**src/rtl/shp_pkg.sv**
```systemverilog
package shp_pkg;
  localparam int PRE_BYTES = 8;
  localparam int IFG_BYTES = 12;
  localparam int EXTRA_MAX = PRE_BYTES + IFG_BYTES;

  typedef enum logic [1:0] {
    ST_IDLE = 2'd0,
    ST_DIV  = 2'd1,
    ST_WAIT = 2'd2
  } shp_state_t;
endpackage

```
**src/rtl/shp_acct.sv**
```systemverilog
module shp_acct import shp_pkg::*; #(
  parameter int LEN_W = 11,
  parameter int ACC_W = LEN_W + 1
) (
  input  logic [LEN_W-1:0] len,
  input  logic             add_pre,
  input  logic             add_ifg,
  output logic [ACC_W-1:0] acct
);
  logic [ACC_W-1:0] pre_part, ifg_part;

  always_comb begin
    pre_part = add_pre ? ACC_W'(PRE_BYTES) : '0;
    ifg_part = add_ifg ? ACC_W'(IFG_BYTES) : '0;
    acct     = ACC_W'(len) + pre_part + ifg_part;
  end
endmodule

```
**src/rtl/shp_div.sv**
```systemverilog
module shp_div #(
  parameter int DVD_W = 24,
  parameter int DSR_W = 11,
  localparam int CNT_W = $clog2(DVD_W + 1)
) (
  input  logic             clk,
  input  logic             rst,
  input  logic             start,
  input  logic [DVD_W-1:0] dividend,
  input  logic [DSR_W-1:0] divisor,
  output logic             done,
  output logic [DVD_W-1:0] quot
);
  logic [DVD_W-1:0] work;
  logic [DSR_W-1:0] rem, dsr;
  logic [CNT_W-1:0] cnt;
  logic             busy;
  logic [DSR_W:0]   rem_sh;
  logic             ge;
  logic [DSR_W-1:0] rem_nx;

  // one restoring step per cycle: shift in next dividend bit, trial subtract
  always_comb begin
    rem_sh = {rem, work[DVD_W-1]};
    ge     = rem_sh >= {1'b0, dsr};
    rem_nx = ge ? DSR_W'(rem_sh - {1'b0, dsr}) : rem_sh[DSR_W-1:0];
  end

  always_ff @(posedge clk) begin
    if (rst) begin
      busy <= 1'b0;
      done <= 1'b0;
      cnt  <= '0;
      rem  <= '0;
      dsr  <= '0;
      work <= '0;
    end else begin
      done <= 1'b0;
      if (start) begin
        work <= dividend;
        dsr  <= divisor;
        rem  <= '0;
        cnt  <= CNT_W'(DVD_W);
        busy <= 1'b1;
      end else if (busy) begin
        rem  <= rem_nx;
        work <= {work[DVD_W-2:0], ge};
        cnt  <= cnt - 1'b1;
        if (cnt == CNT_W'(1)) begin
          busy <= 1'b0;
          done <= 1'b1;
        end
      end
    end
  end

  assign quot = work;
endmodule

```
**src/rtl/shp_egress_shaper.sv**
```systemverilog
module shp_egress_shaper import shp_pkg::*; #(
  parameter int LEN_W        = 11,
  parameter int RATE_W       = 11,
  parameter int LINE_RATE    = 1375,
  parameter int CYC_PER_BYTE = 4
) (
  input  logic              clk,
  input  logic              rst,
  input  logic              q_nonempty,
  input  logic              frm_end,
  input  logic [LEN_W-1:0]  frm_len,
  input  logic [RATE_W-1:0] cfg_rate,
  input  logic              cfg_add_pre,
  input  logic              cfg_add_ifg,
  output logic              tx_permit,
  output logic              gap_active
);
  localparam int ACC_W   = LEN_W + 1;
  localparam int MAX_DVD = ((2**LEN_W) - 1 + EXTRA_MAX) * CYC_PER_BYTE * LINE_RATE;
  localparam int DVD_W   = $clog2(MAX_DVD + 1);
  localparam int LAT     = DVD_W + 1;
  localparam int SCALE   = CYC_PER_BYTE * LINE_RATE;

  logic [ACC_W-1:0] acct;
  logic             shaping, accept, div_done, gap_n;
  logic [DVD_W-1:0] dividend, quot, prod_q, diff, wait_cnt;
  shp_state_t       state;

  shp_acct #(.LEN_W(LEN_W), .ACC_W(ACC_W)) u_acct (
    .len(frm_len), .add_pre(cfg_add_pre), .add_ifg(cfg_add_ifg), .acct(acct)
  );

  assign shaping  = (cfg_rate != '0) && ({1'b0, cfg_rate} < (RATE_W+1)'(LINE_RATE));
  assign accept   = frm_end && shaping && (state == ST_IDLE);
  assign dividend = DVD_W'(acct) * DVD_W'(SCALE);
  assign diff     = quot - prod_q;

  shp_div #(.DVD_W(DVD_W), .DSR_W(RATE_W)) u_div (
    .clk(clk), .rst(rst), .start(accept), .dividend(dividend),
    .divisor(cfg_rate), .done(div_done), .quot(quot)
  );

  // gap level for the next cycle
  always_comb begin
    unique case (state)
      ST_IDLE: gap_n = accept;
      ST_DIV:  gap_n = !(div_done && (diff <= DVD_W'(LAT)));
      ST_WAIT: gap_n = (wait_cnt != DVD_W'(1));
      default: gap_n = 1'b0;
    endcase
  end

  always_ff @(posedge clk) begin
    if (rst) begin
      state      <= ST_IDLE;
      prod_q     <= '0;
      wait_cnt   <= '0;
      gap_active <= 1'b0;
      tx_permit  <= 1'b0;
    end else begin
      gap_active <= gap_n;
      tx_permit  <= q_nonempty && !gap_n;
      unique case (state)
        ST_IDLE: if (accept) begin
          prod_q <= DVD_W'(acct) * DVD_W'(CYC_PER_BYTE);
          state  <= ST_DIV;
        end
        ST_DIV: if (div_done) begin
          if (diff > DVD_W'(LAT)) begin
            wait_cnt <= diff - DVD_W'(LAT);
            state    <= ST_WAIT;
          end else begin
            state <= ST_IDLE;
          end
        end
        ST_WAIT: begin
          wait_cnt <= wait_cnt - 1'b1;
          if (wait_cnt == DVD_W'(1)) state <= ST_IDLE;
        end
        default: state <= ST_IDLE;
      endcase
    end
  end
endmodule

```
**config.mk**
```make
export PLATFORM = sky130hd
export DESIGN_NAME = shp_egress_shaper
export DESIGN_NICKNAME = d
export VERILOG_FILES = /design/src/rtl/shp_pkg.sv /design/src/rtl/shp_acct.sv /design/src/rtl/shp_div.sv /design/src/rtl/shp_egress_shaper.sv
export SDC_FILE = /design/constraint.sdc
export NUM_CORES = 1
export LEC_CHECK = 0
export ABC_AREA = 1
export BUFFER_PORTS_ARGS = -buffer_cell sky130_fd_sc_hd__buf_2
export CORE_UTILIZATION = 50
export CTS_BUF_LIST = sky130_fd_sc_hd__clkbuf_8
export DETAILED_ROUTE_END_ITERATION = 12
export PLACE_DENSITY = 0.66
export SLEW_MARGIN = 20
export SYNTH_ARGS = -nofsm -noshare
export SYNTH_HDL_FRONTEND = slang
export SYNTH_HIERARCHICAL = 1
export SYNTH_SLANG_ARGS = --single-unit
```
**constraint.sdc**
```tcl
create_clock -name clk -period 7.8 [get_ports clk]
set_input_delay 0.78 -clock clk [delete_from_list [all_inputs] [get_ports clk]]
set_output_delay 0.78 -clock clk [all_outputs]
set_load 0.01 [all_outputs]
```
* Word level (Yosys, flattened, before mapping) *
Index checks and enable logic that the tools add are counted.

operators by class
  add/subtract/negate cells = 7
  multiply operators = 1
  $lt $le $gt $ge = 4
  equal/unequal tests = 9
  multiplexer cells = 20
  bitwise operators = 1
  reductions and logical operators = 16

operator list
  kind                    count
  $mux 24                 4
  $pmux 24 s2             1
  $eq 24x1->1 const B     1
  $gt 24x5->1 const B     1
  $le 24x5->1 const B     1
  $ne 24x1->1 const B     1
  $sub 24x1->24 const B   1
  $sub 24x14->24          1
  $sub 24x5->24 const B   1
  $mul 12x11->22 const B  1
  $add 11x12->12          1
  $add 12x12->12          1
  $ge 12x11->1            1
  $lt 11x11->1 const B    1
  $mux 11                 1
  $reduce_bool 11->1      1
  $sub 11x11->11          1
  $mux 5                  2
  $mux 2                  4
  $mux 4                  2
  $ne 2x2->1 const B      3
  $pmux 2 s3              1
  $reduce_and 3->1        2
  $eq 5x1->1 const B      1
  14 further kinds        23

word-level totals
  register bits after elaboration = 93
  input port bits = 28
  output and inout bits = 2
  word-level logic and storage cells = 71

* Logic depth before layout (Yosys ltp) *
  depth in word-level cells = 7
  depth in mapped cells = 34
  depth with buffers taken out = 34

* Cells and area by module *
Netlist, hierarchy kept.

modules (own cells, without submodules)
  module             times used  cells an instance  area each (um^2)  sequential area each (um^2)
  shp_egress_shaper  1           1016               6929.1            800.8
  shp_div            1           456                3111.7            1061.0
  shp_acct           1           46                 265.3             0.0

* Least setup slack after synthesis *
Ideal clock, no wire load.

  path type = in2reg
  from = input port frm_len[3]
  to = register u_div.work[21], in the netlist u_div/quot[21]
  setup time = 110 ps
  arrival time = 6926 ps
  required time = 7690 ps
  setup slack = 764 ps
  stages on the path = 29
  buffers on the path = 0
  cells stage by stage = inv_1 -> fa_1 -> inv_1 -> ha_1 -> fa_1 -> nand2_1 -> inv_1 -> nor2_1 -> inv_1 -> fa_1 -> inv_1 -> ha_1 -> fa_1 -> fa_1 -> fa_1 -> ha_1 -> nand2_1 -> nor2_1 -> nand2_1 -> o211ai_1 -> a31oi_1 -> o21ai_0 -> a21boi_0 -> o21ai_0 -> xor2_1 -> a22oi_1 -> o21ai_0 -> nand2_1 -> inv_1

on the way
  word-level cells in the longest chain between the ends = 4

ends and longest elaborated chain
  item                    RTL line                 RTL
  start, declared         shp_egress_shaper.sv:11  input logic [LEN_W-1:0] frm_len,
  $add 11x12->12          shp_acct.sv:15           acct = ACC_W'(len) + pre_part + ifg_part;
  $add 12x12->12          shp_acct.sv:15
  named net acct[5]       shp_egress_shaper.sv:24  logic [ACC_W-1:0] acct;
  $mul 12x11->22          shp_egress_shaper.sv:35  assign dividend = DVD_W'(acct) * DVD_W'(SCALE);
  named net dividend[21]  shp_egress_shaper.sv:26  logic [DVD_W-1:0] dividend, quot, prod_q, diff, wait_cnt;
  $mux 24                 shp_div.sv:39            if (start) begin
  end signal, assigned    shp_div.sv:40            work <= dividend;
  end signal, assigned    shp_div.sv:47            work <= {work[DVD_W-2:0], ge};
  end, declared           shp_div.sv:14            logic [DVD_W-1:0] work;

The timed path passes the listed nets, and every way through them passes these cells.
A chain may end at the register's enable or synchronous reset.

* Worst setup path after layout *
Same ends and word-level chain as after synthesis.

==> flow_metrics.py <==
metrics = {
    "run_status": {
        "status": "completed",
    },
    "logic_synthesis": {
        "yosys.cell_types.count": 53,
        "most_instantiated_cells_after_synthesis": "322 x sky130_fd_sc_hd__nand2_1, 301 x sky130_fd_sc_hd__inv_1, 115 x sky130_fd_sc_hd__nor2_1",
        "ranking_of_synthesized_cells_by_area": "sky130_fd_sc_hd__dfxtp_1 18%, sky130_fd_sc_hd__ha_1 13%, sky130_fd_sc_hd__nand2_1 12%, sky130_fd_sc_hd__fa_1 11%, sky130_fd_sc_hd__inv_1 11%",
        "ys_async_sr_fraction_pct": 0,
        "synth-edff-count": 0,
        "synthCells": 1518,
        "synth_sequential_area_ratio_pct": 18.1,
        "synthDominantCellAreaShare_pct": 18.1,
        "synthDominantAreaCellType": "sky130_fd_sc_hd__dfxtp_1",
        "yosys_warnings": 6,
        "synthFlopType": "sky130_fd_sc_hd__dfxtp_1",
        "ys_ff_latch": 93,
        "synth_area_per_cell_um2": 6.79,
        "yosys.cell_count.top_type": "sky130_fd_sc_hd__nand2_1",
        "syn-cell-area_um2": 10300,
    },
    "cells_and_area": {
        "multi_input_area_um2": 7040,
        "finalInstanceArea_um2": 10800,
        "layout.filler_cells": 2093,
        "final_core_utilization_pct": 53.4,
        "synthToLayoutAreaGrowth_pct": 4.89,
        "design.final.nets": 1723,
        "final-instance-count-excl-fill": 1805,
        "layout-drive-gt1-share_pct": 9.19,
        "insertedDiodeCount": 0,
        "seq_area_um2": 1860,
    },
    "cts": {
        "cts_setup_buffers": 0,
        "maximum_clock_path_buffer_count": 2,
        "cts-hold-fix-buffers": 0,
        "h-tree-depth": 3,
        "clock_sinks": 93,
        "clk_pin_slew_ns": 0.09,
        "ctsRootBufferMaster": "sky130_fd_sc_hd__clkbuf_8",
        "post_cts_resized": 0,
        "worstSkewPairLatency_ns": 0.39,
        "cts_buffers": 9,
        "cts_tree": "built",
    },
    "pwr": {
        "share_clk_of_total_power_pct": 7.4,
        "power.switching_fraction_pct": 53.8,
        "power.share.combinational_pct": 79.2,
        "leakagePower_nw": 5.64,
        "vdd_ir_drop_max_uv": 238,
        "share_seq_of_total_power_pct": 13.4,
        "cellInternalPower_mw": 1.99,
        "total_switching_power_mw": 2.32,
        "power-per-cell-area_nw_per_um2": 398,
    },
    "timing": {
        "tns_ns": 0,
        "final.hold.worst_slack_ns": 0.470,
        "worst_pin_slew_ns": 1.08,
        "fmax_mhz": 140,
        "fin_skew_ns": 0.0117,
        "slew_violations": 0,
        "final_min_period_over_clock_period_pct": 91.4,
        "post-route-min-period_ns": 7.13,
        "rsz_0062_raised_after_global_routing": "false",
        "slew_headroom_pct": 28.2,
        "final-hold-violation-count": 0,
        "report.final.setup_viol": 0,
    },
    "die": {
        "io_pins": 30,
        "die_h_um": 146,
        "floorplan.core_area_um2": 20200,
        "initial_cell_density_of_the_core_pct": 50.9,
        "floorplan.die.width_um": 146,
        "die_area_um2": 21200,
        "fp-row-count": 52,
    },
    "min_path": {
        "holdCritPathClass": "reg2reg",
    },
    "routing": {
        "vias": 9189,
        "detail_route.first_pass.iterations": 5,
        "wire_per_inst_um": 13.1,
        "vias_per_cell": 5.09,
        "drc": 0,
        "postRouteAntennaNets": 0,
        "routed_wl_um": 23700,
        "drt-initial-drc-count": 496,
    },
    "setup_path": {
        "worstSetupEndpointType": "register",
        "critical_path.max_fanout": 6,
        "cpPeakStageDelay_ns": 0.55,
        "required_ns": 8.09,
        "criticalPathCategory": "in2reg",
        "critPathSlowestCell": "sky130_fd_sc_hd__fa_1",
        "cp-start-kind": "primary input",
        "worst-endpoint-arrival_ns": 7.41,
    },
    "job": {
        "timing.max_cap.violations": 0,
    },
    "place": {
        "dp_cells": 1789,
        "place.port_buffers": 29,
        "post-dp-hpwl_um": 19100,
        "globalplace.congestion": 0.895,
        "dpl_cell_area_um2": 10600,
    },
    "global_routing": {
        "grt_pass1_wl_um": 41400,
        "grt_pass1_vias": 8705,
        "pin_count_of_the_biggest_net_entering_global_routing": 36,
        "grt_util_all_layers_pct": 23.7,
        "globalRouteOverflowTotal": 0,
        "antenna_found_initial": 0,
    },
}
==> cell usage in the layout, fill, tap and decap left out, types with 2 or more instances in the layout <==
master	instances
sky130_fd_sc_hd__and2_1	4
sky130_fd_sc_hd__nor2_1	115
sky130_fd_sc_hd__clkbuf_8	11
sky130_fd_sc_hd__nand2_1	322
sky130_fd_sc_hd__nand2_2	32
sky130_fd_sc_hd__a31oi_1	10
sky130_fd_sc_hd__a21oi_1	88
sky130_fd_sc_hd__nor4_1	6
sky130_fd_sc_hd__fa_1	58
sky130_fd_sc_hd__nand3_1	82
sky130_fd_sc_hd__or2_2	4
sky130_fd_sc_hd__o211ai_1	7
sky130_fd_sc_hd__nor3_1	15
sky130_fd_sc_hd__o221ai_1	7
sky130_fd_sc_hd__clkinv_2	2
sky130_fd_sc_hd__nand3b_1	6
sky130_fd_sc_hd__buf_2	29
sky130_fd_sc_hd__a22oi_1	5
sky130_fd_sc_hd__nor3b_1	3
sky130_fd_sc_hd__inv_1	301
sky130_fd_sc_hd__clkinv_4	3
sky130_fd_sc_hd__a21oi_2	8
sky130_fd_sc_hd__nand4_1	33
sky130_fd_sc_hd__conb_1	2
sky130_fd_sc_hd__o21ai_0	75
sky130_fd_sc_hd__dfxtp_1	93
sky130_fd_sc_hd__ha_1	107
sky130_fd_sc_hd__xnor2_1	19
sky130_fd_sc_hd__o31ai_1	3
sky130_fd_sc_hd__xor2_1	21
sky130_fd_sc_hd__inv_2	13
sky130_fd_sc_hd__a21boi_0	2
sky130_fd_sc_hd__buf_4	7
sky130_fd_sc_hd__nand3_2	11
sky130_fd_sc_hd__nor2_4	3
sky130_fd_sc_hd__nor2_2	12
==> routing by layer <==
metal  vias to the layer above  part of all wire, %  global-route usage [%]
li1                       4832                    -                       -
met1                      4215                   49                    32.5
met2                       115                   46                    39.0
met3                        27                  2.7                    2.48
met4                         0                  1.9                    7.42
met5                         -                    0                       0
==> registers in the layout, summed over array words and instances, names as in the netlist <==
signal,flops
u_div/cnt,5
u_div/dsr,11
u_div/busy,1
wait_cnt,24
state,2
u_div/done,1
tx_permit,1
u_div/rem,11
prod_q,12
u_div/quot,24
gap_active,1
==> power by group through the flow <==
stage,sequential [mW],combinational (mW),clock (mW)
floorplan,0.568,2.78,0
global placement,0.584,3.36,0
detailed placement,0.585,3.41,0
CTS,0.575,3.42,0.327
global route,0.581,3.94,0.348
finish,0.575,3.41,0.318
==> worst max-delay path: cells and delay by family <==
family | cells | cell delay (ns)
AND/OR/NAND/NOR | 6 | 0.57
XOR/XNOR | 2 | 0.41
adder cells (fa/ha/maj) | 9 | 3.80
AO/OA/AOI/OAI | 7 | 1.20
buffers and inverters | 7 | 0.65
==> logic make-up after synthesis <==
| kind of cell | share of synthesized area, % |
|---|---|
| compound gates | 11.8 |
| xor+xnor | 3.40 |
| fa+ha+maj | 24.3 |
| buf+inv | 13.7 |
| flops | 18.1 |
| other cells | 0.0364 |
| simple gates | 28.7 |
==> metrics by stage <==
| step | power (mW) | worst slack (ns) |
|---|---|---|
| after CTS | 4.32 | 0.668 |
| after global placement | 3.94 | 0.425 |
| final | 4.30 | 0.674 |
| after floorplan | 3.35 | 0.764 |
| after global routing | 4.87 | 0.108 |
| after detailed placement | 3.99 | 0.277 |
==> worst paths after layout <==
| path | from | to | slack [ns] | cells after the start |
|---|---|---|---|---|
| max | frm_len[3] | u_div/quot[21]$_SDFFE_PP0P_ | 0.67 | 31 |
| min | u_div/dsr[5]$_SDFFE_PP0P_ | u_div/dsr[5]$_SDFFE_PP0P_ | 0.47 | 2 |
| max reg2reg | u_div/quot[2]$_SDFFE_PP0P_ | wait_cnt[14]$_SDFFE_PP0P_ | 4.68 | 18 |
| min reg2reg | u_div/dsr[5]$_SDFFE_PP0P_ | u_div/dsr[5]$_SDFFE_PP0P_ | 0.47 | 2 |
==> layout make-up <==
cell class,count,share of cell area [%]
well taps,270,3.12
flip-flops and latches,93,17.2
clock inverters,5,0.324
inverters,315,11.0
multi-input cells,1075,65.1
repair buffers,36,1.83
clock buffers,11,1.40
Power figures use the tool's default switching activity.
